==> src/rtl/gpio_edge_pkg.sv <==
package gpio_edge_pkg;
   localparam int unsigned OFS_W = 8;
   localparam logic [OFS_W-1:0] OFS_DIN  = 8'h00;
   localparam logic [OFS_W-1:0] OFS_DOUT = 8'h04;
   localparam logic [OFS_W-1:0] OFS_DIR  = 8'h08;
   localparam logic [OFS_W-1:0] OFS_POL  = 8'h0C;
   localparam logic [OFS_W-1:0] OFS_MSK  = 8'h10;
   localparam logic [OFS_W-1:0] OFS_STS  = 8'h14;
   localparam logic [OFS_W-1:0] OFS_PEN  = 8'h18;

   typedef struct packed {
      logic [15:0] dout;
      logic [15:0] dir;
      logic [15:0] pol;
      logic [15:0] msk;
      logic [15:0] pen;
   } cfg_t;
endpackage

==> src/rtl/gpio_edge_sync.sv <==
module gpio_edge_sync #(
   parameter int unsigned W      = 16,
   parameter int unsigned STAGES = 2
) (
   input  logic         clk,
   input  logic         rst_n,
   input  logic [W-1:0] d,
   output logic [W-1:0] q,
   output logic [W-1:0] q_prev
);
   generate
      if (STAGES < 2) begin : g_bad
         $error("gpio_edge_sync: STAGES must be at least 2");
      end
   endgenerate

   logic [W-1:0] chain [STAGES];
   logic [W-1:0] prev_q;

   generate
      for (genvar s = 0; s < STAGES; s++) begin : g_stage
         if (s == 0) begin : g_first
            always_ff @(posedge clk or negedge rst_n)
               if (!rst_n) chain[s] <= '0;
               else        chain[s] <= d;
         end else begin : g_next
            always_ff @(posedge clk or negedge rst_n)
               if (!rst_n) chain[s] <= '0;
               else        chain[s] <= chain[s-1];
         end
      end
   endgenerate

   always_ff @(posedge clk or negedge rst_n)
      if (!rst_n) prev_q <= '0;
      else        prev_q <= chain[STAGES-1];

   assign q      = chain[STAGES-1];
   assign q_prev = prev_q;
endmodule

==> src/rtl/gpio_edge_regs.sv <==
module gpio_edge_regs
   import gpio_edge_pkg::*;
#(
   parameter int unsigned W = 16
) (
   input  logic             clk,
   input  logic             rst_n,
   input  logic             bus_sel,
   input  logic             bus_wr,
   input  logic [OFS_W-1:0] bus_addr,
   input  logic [1:0]       bus_be,
   input  logic [W-1:0]     bus_wdata,
   output logic [W-1:0]     bus_rdata,
   input  logic [W-1:0]     din_sync,
   input  logic [W-1:0]     status,
   output cfg_t             cfg,
   output logic [W-1:0]     sts_clr
);
   localparam logic [W-1:0] ONES = {W{1'b1}};

   logic full, wr_en;
   assign full  = (bus_be == 2'b11);
   assign wr_en = bus_sel && bus_wr && full;

   always_ff @(posedge clk or negedge rst_n) begin
      if (!rst_n) begin
         cfg.dout <= ONES;
         cfg.dir  <= ONES;
         cfg.pol  <= ONES;
         cfg.msk  <= ONES;
         cfg.pen  <= ONES;
      end else if (wr_en) begin
         case (bus_addr)
            OFS_DOUT: cfg.dout <= bus_wdata;
            OFS_DIR:  cfg.dir  <= bus_wdata;
            OFS_POL:  cfg.pol  <= bus_wdata;
            OFS_MSK:  cfg.msk  <= bus_wdata;
            OFS_PEN:  cfg.pen  <= bus_wdata;
            default: ;
         endcase
      end
   end

   assign sts_clr = (wr_en && bus_addr == OFS_STS) ? bus_wdata : '0;

   always_comb begin
      bus_rdata = '0;
      if (bus_sel && !bus_wr && full) begin
         case (bus_addr)
            OFS_DIN:  bus_rdata = din_sync & cfg.pen;
            OFS_DOUT: bus_rdata = cfg.dout;
            OFS_DIR:  bus_rdata = cfg.dir;
            OFS_POL:  bus_rdata = cfg.pol;
            OFS_MSK:  bus_rdata = cfg.msk;
            OFS_STS:  bus_rdata = status;
            OFS_PEN:  bus_rdata = cfg.pen;
            default:  bus_rdata = '0;
         endcase
      end
   end
endmodule

==> src/rtl/gpio_edge_detect.sv <==
module gpio_edge_detect #(
   parameter int unsigned W = 16
) (
   input  logic         clk,
   input  logic         rst_n,
   input  logic [W-1:0] cur,
   input  logic [W-1:0] prev,
   input  logic [W-1:0] pol,
   input  logic [W-1:0] dir,
   input  logic [W-1:0] msk,
   input  logic [W-1:0] clr,
   output logic [W-1:0] status,
   output logic         irq
);
   logic [W-1:0] hit;
   logic [W-1:0] sts_q;
   logic         irq_q;

   generate
      for (genvar i = 0; i < W; i++) begin : g_pin
         logic rise, fall;
         assign rise   = cur[i] & ~prev[i];
         assign fall   = ~cur[i] & prev[i];
         assign hit[i] = (pol[i] ? rise : fall) & dir[i] & ~msk[i];
      end
   endgenerate

   always_ff @(posedge clk or negedge rst_n)
      if (!rst_n) begin
         sts_q <= '0;
         irq_q <= 1'b0;
      end else begin
         sts_q <= (sts_q & ~clr) | hit;
         irq_q <= |sts_q;
      end

   assign status = sts_q;
   assign irq    = irq_q;
endmodule

==> src/rtl/gpio_edge_port.sv <==
module gpio_edge_port
   import gpio_edge_pkg::*;
#(
   parameter int unsigned W           = 16,
   parameter int unsigned SYNC_STAGES = 2
) (
   input  logic         clk,
   input  logic         rst_n,
   input  logic         bus_sel,
   input  logic         bus_wr,
   input  logic [7:0]   bus_addr,
   input  logic [1:0]   bus_be,
   input  logic [15:0]  bus_wdata,
   output logic [15:0]  bus_rdata,
   input  logic [15:0]  pin_in,
   output logic [15:0]  pin_out,
   output logic [15:0]  pin_oe,
   output logic         irq
);
   generate
      if (W != 16) begin : g_w_chk
         $error("gpio_edge_port: W must equal the 16-bit bus width");
      end
   endgenerate

   cfg_t         cfg;
   logic [W-1:0] din_sync, din_prev, status, sts_clr;

   gpio_edge_sync #(.W(W), .STAGES(SYNC_STAGES)) u_sync (
      .clk(clk), .rst_n(rst_n), .d(pin_in), .q(din_sync), .q_prev(din_prev)
   );

   gpio_edge_regs #(.W(W)) u_regs (
      .clk(clk), .rst_n(rst_n), .bus_sel(bus_sel), .bus_wr(bus_wr),
      .bus_addr(bus_addr), .bus_be(bus_be), .bus_wdata(bus_wdata),
      .bus_rdata(bus_rdata), .din_sync(din_sync), .status(status),
      .cfg(cfg), .sts_clr(sts_clr)
   );

   gpio_edge_detect #(.W(W)) u_det (
      .clk(clk), .rst_n(rst_n), .cur(din_sync), .prev(din_prev),
      .pol(cfg.pol), .dir(cfg.dir), .msk(cfg.msk), .clr(sts_clr),
      .status(status), .irq(irq)
   );

   assign pin_oe  = ~cfg.dir;
   assign pin_out = cfg.dout & ~cfg.dir;
endmodule

==> config.mk <==
export PLATFORM = sky130hd
export DESIGN_NAME = gpio_edge_port
export DESIGN_NICKNAME = d
export VERILOG_FILES = /design/src/rtl/gpio_edge_pkg.sv /design/src/rtl/gpio_edge_sync.sv /design/src/rtl/gpio_edge_regs.sv /design/src/rtl/gpio_edge_detect.sv /design/src/rtl/gpio_edge_port.sv
export SDC_FILE = /design/constraint.sdc
export NUM_CORES = 1
export LEC_CHECK = 0
export CAP_MARGIN = 20
export CORE_ASPECT_RATIO = 1.1
export CORE_MARGIN = 2
export CORE_UTILIZATION = 48
export DETAILED_ROUTE_END_ITERATION = 10
export HOLD_SLACK_MARGIN = 0.05
export MAX_ROUTING_LAYER = met4
export PLACE_DENSITY = 0.71
export REMOVE_ABC_BUFFERS = 1
export SYNTH_ARGS = -nofsm -noshare
export SYNTH_HDL_FRONTEND = slang
export SYNTH_SLANG_ARGS = --single-unit
==> constraint.sdc <==
create_clock -name clk -period 4.3 [get_ports clk]
set_input_delay 0.645 -clock clk [delete_from_list [all_inputs] [get_ports clk]]
set_output_delay 0.645 -clock clk [all_outputs]
set_load 0.01 [all_outputs]
# After elaboration in Yosys (flattened, before gate mapping)
# Index checks and enable logic that the tools add are counted.
[word_totals]
reg_bits = 145
inputBits = 46
out_inout_bits = 49
wordCells = 167
[op_classes]
n_eq_ne = 7
n_mux = 19
bitwise_logic = 118
n_reduce_logical = 13
[ops]
columns = ["op", "count"]
rows = [
  ["16-bit case mux with 7 select lines", 1],
  ["1-bit AND", 64],
  ["16-bit AND", 3],
  ["1-bit NOT", 48],
  ["16-bit two-way mux", 2],
  ["16-bit NOT", 2],
  ["8-bit by 5-bit equality test with 1-bit output, second input constant", 3],
  ["8-bit by 4-bit equality test with 1-bit output, second input constant", 2],
  ["1-bit two-way mux", 16],
  ["16-bit bitwise OR", 1],
  ["16-bit OR reduction", 1],
  ["2-bit AND reduction", 5],
  ["8-bit by 3-bit equality test with 1-bit output, second input constant", 1],
  ["8-bit zero test", 1],
  ["1-bit logical AND", 5],
  ["2-bit equality test, second input constant", 1],
  ["1-bit zero test", 1],
]

# Longest topological paths before layout
# Gate-level depths: netlist of run 1.
[depth]
word_depth = 7
depth_mapped = 6
depth_no_buf = 4

# Modules after synthesis
# Synthesis of run 1 repeated with hierarchy kept, for this count alone.
[hier_totals]
hier_cells = 559
area_unflattened_um2 = 7083.0
[modules_own_cells]
columns = ["module", "n_inst", "cells_each", "area_per_inst_um2", "seq_area_each_um2"]
rows = [
  ["gpio_edge_regs", 1, 345, 4390.5, 2102.0],
  ["gpio_edge_sync", 1, 64, 1321.3, 1201.2],
  ["gpio_edge_detect", 1, 118, 1211.2, 425.4],
  ["gpio_edge_port", 1, 32, 160.2, 0.0],
]

# Least setup slack after synthesis of run 1
# Ideal clock, no wire load.
[synth_path]
path_type = "input -> output"
startpoint = "input bus_addr[3]"
endpoint = "output bus_rdata[13]"
arrival_ns = 2.127
required_time_ns = 3.655
path_slack_ns = 1.528
path_stages = 6
path_buffers = 2
path_cell_list = "buf_4 or4b_4 nor2_1 clkbuf_1 a222oi_1 nor2_1"
[synth_via]
elab_chain_len = 3
word_cells_on_any_way = 9
classes_between = "eq/ne: 6; mux: 2; reduce/logical: 1"
[synth_rtl]
columns = ["element", "line_no", "text"]
rows = [
  ["from (decl)", "gpio_edge_port.sv:11", "input logic [7:0] bus_addr,"],
  ["8-bit by 5-bit equality test with 1-bit output, or another cell as far along", "gpio_edge_regs.sv:49", "case (bus_addr)"],
  ["16-bit case mux with 7 select lines *", "gpio_edge_regs.sv:49", ""],
  ["16-bit two-way mux *", "gpio_edge_regs.sv:48", "if (bus_sel && !bus_wr && full) begin"],
  ["to (decl)", "gpio_edge_port.sv:14", "output logic [15:0] bus_rdata,"],
]
# Mark *: on every way between the ends. The rest lies on a longest branch, timed or not.

# Final worst setup path of run 1
[layout_path]
startpoint = "input bus_addr[2]"
endpoint = "output bus_rdata[13]"
# Same word-level chain as after synthesis.

==> results of run 1 <==
## critical path, delay by kind of cell
kind	cells	cell delay, ns
mux	1	0.55
compound gates	1	0.34
buf+inv	3	1.54
simple gates	1	0.09
## flip-flops by register name (all words and copies together) (netlist names)
signal	count
u_sync.q_prev	16
u_det.status	16
u_sync.chain	16
u_regs.cfg	80
u_det.irq	1
u_sync.q	16
## power by group
part | leakage (uW) | switching [uW] | internal [uW] | total (uW)
logic | 0.00139 | 91.4 | 85.5 | 177
clock network | 0.000307 | 549 | 996 | 1550
registers | 0.00162 | 31.8 | 1420 | 1450
## layer usage
metal  share of wire, %  global-route usage, %  vias up
met2                 51                   37.6      176
met4                1.6                   9.24        0
li1                   -                      -     2084
met5                  0                      -        -
met1                 42                   30.0     2338
met3                5.9                   5.83       22
## layout by cell type (no fill, tap or decap), drive strengths merged, types with 2 or more instances in the layout
master / synthesis / final
nand3b: 15 / 15
or3: 2 / 2
nor4: 8 / 8
mux4: 11 / 11
inv: 33 / 33
a22o: 4 / 4
and2: 12 / 12
nor3: 2 / 2
nand2b: 15 / 15
dfstp: 80 / 80
clkbuf: 6 / 21
o21ai: 32 / 32
nand4: 4 / 4
nand2: 44 / 44
nor2: 17 / 17
or4b: 3 / 3
nand3: 3 / 3
a31oi: 4 / 4
clkdlybuf4s50: 0 / 92
bufinv: 0 / 4
a22oi: 4 / 4
dfrtp: 65 / 65
a21oi: 2 / 2
buf: 14 / 19
mux2: 80 / 80
nor2b: 18 / 18
a222oi: 11 / 11
clkinv: 0 / 6
a32o: 20 / 20
## area by class of cell
class                           count  area (um2)  share of cell area [%]
Clock buffer                       21         460                    5.47
Inverter                           33         124                    1.47
Multi-Input combinational cell    317        2640                    31.4
Tap cell                          188         235                    2.80
Sequential cell                   145        3730                    44.3
Timing Repair Buffer              111        1060                    12.7
Clock inverter                     11         161                    1.92
## worst max path at each step
stage                      from            end  cells past startpoint
detailed placement  bus_addr[2]  bus_rdata[13]                      6
CTS                 bus_addr[2]  bus_rdata[13]                      6
global route        bus_addr[2]  bus_rdata[13]                      6
global placement    bus_addr[2]  bus_rdata[13]                      6
floorplan           bus_addr[5]  bus_rdata[10]                      4
finish              bus_addr[2]  bus_rdata[13]                      6
## logic make-up (layout without fill, tap and decap cells)
group / Yosys count / after routing / share of synthesized area [%]
compound gates: 79 / 79 / 8.89
buf+inv: 53 / 176 / 4.00
flops: 145 / 145 / 56.3
mux: 92 / 92 / 18.1
simple gates: 146 / 146 / 12.8
## through the flow
step | power (uW) | instances | hold WS, ns | area [um2]
after detailed placement | 1650 | 794 | 0.335 | 7790
after floorplan | 1510 | 495 | 0.331 | 6480
after global routing | 3290 | 826 | 0.353 | 8410
after global placement | 1640 | 794 | 0.332 | 7790
after CTS | 3200 | 826 | 0.328 | 8410
final | 3170 | 826 | 0.294 | 8410
==> results.yml, run 1 <==
outcome:
  status: "finished clean"
cts:
  htreeDepth: 4
  clk_path_buf_depth: 2
  post_cts_buffers: 0
  ctsHoldBuffers: 0
  cts_buffers: 17
  clk_pin_slew_worst_paths_ns: 0.06
  cts_tree: "done"
  clk_latency_ns: 0.42
  cts_sinks: 145
  ctsRootBufferMaster: "clkbuf_16"
  cts_resized: 0
timing:
  slew_headroom_pct: 43.5
  setup_viol: 0
  hold_violations: 0
  finalCriticalPeriod_ns: 3.81
  worst_slew_pin_slew_ns: 0.847
  rsz0062_at_grt: "false"
  slew_violations: 0
  finalClockSkew_ns: 0.0116
  fin_ws_ns: 0.486
  fmax_mhz: 262
  finalCritPeriodShare_pct: 88.7
  finalSetupTns_ns: 0
synthesis:
  synth_top_area_share_pct: 31.7
  synth.most_common_cell: "dfstp_2"
  netlist_instances: 515
  synth_seq_cells: 145
  synth_area_leaders: "dfstp_2 (32%), dfrtp_1 (25%), mux2_2 (12%)"
  ys_warn_count: 0
  yosysSeqAreaShare_pct: 56.3
  synth_common_cells: "dfstp_2 (80), mux2_2 (69), dfrtp_1 (65)"
  avgSynthCellArea_um2: 12.9
  synthFlopType: "dfstp_2"
  yosysTopAreaCell: "dfstp_2"
  synthArstFlopShare_pct: 100
  synth_edf_count: 0
  synth_area_mm2: 0.00663
  ys_types: 45
routing:
  via_per_inst: 5.59
  drt_wl_total_um: 16000
  drt_iter0_markers: 387
  avgRoutedWirePerCell_um: 19.4
  drc: 0
  drtAntennaViolNets: 0
  firstDrtPassIters: 5
  vias: 4620
setup_path:
  path_cells: "clkdlybuf4s50_1 -> buf_4 -> mux4_2 -> a222oi_1 -> nor2_1 -> clkdlybuf4s50_1"
  worst_ep_arrival_time_ns: 3.17
  rr_endpoint: "u_det.irq$_DFF_PN0_"
  setup.reg_to_reg.worst_slack_ns: 3.11
  critPathSlowestCell: "clkdlybuf4s50_1"
  crit_fanout: 13
  cpMostUsedCell: "clkdlybuf4s50_1"
  rr_worst_depth: 2
  endpoint_kind: "output port"
  crit_required_ns: 3.65
  r2r-start: "u_det.status[6]$_DFF_PN0_"
  critical_path_class: "in -> out"
  critPathLaunchType: "input pin"
  cpPeakStageDelay_ns: 0.68
floorplanning:
  start_util_pct: 48.6
  rows: 45
  dieWidth_um: 116
  fp.coreArea_mm2: 0.0136
  ios: 95
  die-height_um: 127
  dieArea_mm2: 0.0148
placement:
  routabilityCongestion: 0.848
  place_hpwl_um: 10700
  place_ws_ns: 0.472
  io_buffers: 94
grt:
  gr-total-overflow: 0
  antenna_found_initial: 0
  grtUsageTotal_pct: 23.9
  grt_pass1_wl_um: 25500
  grt_max_degree: 95
  grt_pass1_vias: 4795
finish:
  fin_util_pct: 61.7
  nNetsFinal: 671
  n_antenna_cell: 0
  drive_above_1_share_pct: 35.9
  n_fill_cell: 1097
  syn2layout_area_growth_pct: 27.0
power_and_ir_drop:
  powerDensity_mw_per_mm2: 377
  leakagePower_uw: 0.00331
  ir_drop_mv: 0.292
min_path:
  min_path_type: "in -> async"
flow_run:
  drv_cap: 0
No activity file was read; power rests on OpenSTA's default activity.
==> inputs of run 2 (changes only) <==
--- a/config.mk
+++ b/config.mk
@@ -10,9 +10,10 @@
 export CORE_MARGIN = 2
 export CORE_UTILIZATION = 48
 export DETAILED_ROUTE_END_ITERATION = 10
+export DONT_BUFFER_PORTS = 1
 export HOLD_SLACK_MARGIN = 0.05
 export MAX_ROUTING_LAYER = met4
-export PLACE_DENSITY = 0.71
+export PLACE_DENSITY = 0.62
 export REMOVE_ABC_BUFFERS = 1
 export SYNTH_ARGS = -nofsm -noshare
 export SYNTH_HDL_FRONTEND = slang
==> results.yml, run 2 (same netlist as run 1, synthesis figures left out) <==
setup_path:
  critical_path_buf_inv_count: 1
  critical_path_class: "in -> out"
  crit_required_ns: 3.65
  critPathLaunchType: "input pin"
  cpPeakStageDelay_ns: 0.60
  crit_family: "simple AND/OR/NAND/NOR gates"
  critPathSlowestCell: "and2_1"
  endpoint_kind: "output port"
  startpoint: "bus_addr[2]"
  crit_fanout: 20
  r2r-start: "u_det.status[11]$_DFF_PN0_"
  worst_ep_arrival_time_ns: 2.27
  path_cells: "nor4bb_1 -> buf_4 -> and2_1 -> a222oi_1 -> nor2_1"
routing:
  drtAntennaViolNets: 0
  firstDrtPassIters: 5
  drc: 0
  drt_iter0_markers: 251
  vias: 4264
  drt_wl_total_um: 16000
  avgRoutedWirePerCell_um: 22.1
  via_per_inst: 5.90
floorplanning:
  die-height_um: 127
  rows: 45
  dieArea_mm2: 0.0148
  fp.coreArea_mm2: 0.0136
  ios: 95
  dieWidth_um: 116
  start_util_pct: 48.6
timing:
  finalSetupTns_ns: 0
  finalCriticalPeriod_ns: 2.91
  finalClockSkew_ns: 0.00479
  fmax_mhz: 343
  finalCritPeriodShare_pct: 67.8
  rsz0062_at_grt: "false"
  setup_viol: 0
  worst_slew_pin_slew_ns: 1.14
  hold_violations: 0
  slew_headroom_pct: 24.3
  slew_violations: 0
cts:
  htreeDepth: 4
  cts_buffers: 17
  ctsRootBufferMaster: "clkbuf_16"
  clk_pin_slew_worst_paths_ns: 0.06
  cts_sinks: 145
  clk_path_buf_depth: 2
  clk_latency_ns: 0.43
  post_cts_buffers: 0
  cts_tree: "done"
finish:
  regMostFlops: "u_regs.cfg"
  n_fill_cell: 1154
  final_cell_area_mm2: 0.00741
  layout_commonest_cell: "dfstp_2"
  n_antenna_cell: 0
  drive_above_1_share_pct: 40.9
  most-common-layout-cells: "dfstp_2 (80), mux2_2 (69), dfrtp_1 (65)"
  syn2layout_area_growth_pct: 11.8
  nNetsFinal: 568
  largest_reg_flops: 80
power_and_ir_drop:
  finalPower_uw: 3030
  ir_drop_mv: 0.303
  powerDensity_mw_per_mm2: 409
  switchingPower_uw: 656
  leakagePower_uw: 0.00289
  p_comb_share_pct: 2.7
  clkPwrFrac_pct: 49.6
  p_int_uw: 2380
  swShare_pct: 21.6
  seqPwrFrac_pct: 47.7
grt:
  grtUsageTotal_pct: 23.9
  grt_max_degree: 82
  grt_pass1_wl_um: 25400
  gr-total-overflow: 0
  antenna_found_initial: 0
  grt_pass1_vias: 4614
outcome:
  status: "finished clean"
placement:
  place_hpwl_um: 9640
  post_dp_cell_area_mm2: 0.00677
  routabilityCongestion: 0.819
  io_buffers: 0
flow_run:
  drv_cap: 0
min_path:
  min_path_type: "in -> async"
## run 2: cell count changes in the layout (fill, tap and decap cells not counted), sizes merged, moves of 2 or more
cell           previous run  this run
clkdlybuf4s50            92         0
buf                      19         7
clkbuf                   21        18
clkinvlp                  1         4
inv                      33        35
## run 2: final timing paths
kind,to,slack [ns],cells past startpoint
worst max-delay path,bus_rdata[15],1.39,5
worst min-delay path,u_regs.cfg[59]$_DFFE_PN1P_,0.07,0
worst max register to register,u_det.irq$_DFF_PN0_,2.98,2
worst min register to register,u_sync.q[0]$_DFF_PN0_,0.35,0
max in group asynchronous,u_regs.cfg[62]$_DFFE_PN1P_,3.15,1
min in group clk,u_sync.chain[21]$_DFF_PN0_,0.24,0
## run 2: area by class of cell
type | instances | area (um2) | area share, %
sequential | 145 | 3730 | 50.3
multi-input combinational | 317 | 2640 | 35.6
clock buffer | 18 | 439 | 5.93
tap | 188 | 235 | 3.17
clock inverter | 14 | 163 | 2.19
inverter | 33 | 124 | 1.67
timing repair buffer | 8 | 82.6 | 1.11
## run 2: per-layer routing
layer / vias to the layer above / track usage [%] / wire length [um]
li1: 1891 / - / -
met4: 0 / 8.40 / 278
met2: 129 / 38.7 / 8100
met1: 2220 / 29.1 / 6550
met5: - / - / 0
met3: 24 / 6.31 / 1080
## run 2: what timing repair did
item	in CTS	in global routing
gates resized for setup	0	0
hold buffers	1	1
endpoints found under the hold margin	65	15
## run 2: power by group through the flow
| stage | registers (uW) | logic [uW] | clock network (uW) |
|---|---|---|---|
| after CTS | 1450 | 82.3 | 1530 |
| after detailed placement | 1470 | 64.3 | 0 |
| final | 1450 | 82.9 | 1500 |
| after global placement | 1470 | 63.9 | 0 |
| after floorplan | 1460 | 50.7 | 0 |
| after global routing | 1450 | 93.3 | 1580 |
## run 2: through the flow
stage / hold slack (ns) / setup WS, ns / util (%) / std cells
after floorplan: 0.331 / 0.982 / - / 495
after global placement: 0.332 / 1.38 / 49.7 / 689
after detailed placement: 0.341 / 1.32 / 49.7 / 689
after CTS: 0.0525 / 1.32 / 54.3 / 722
after global routing: 0.0503 / 1.18 / 54.4 / 723
final: 0.0681 / 1.39 / 54.4 / 723
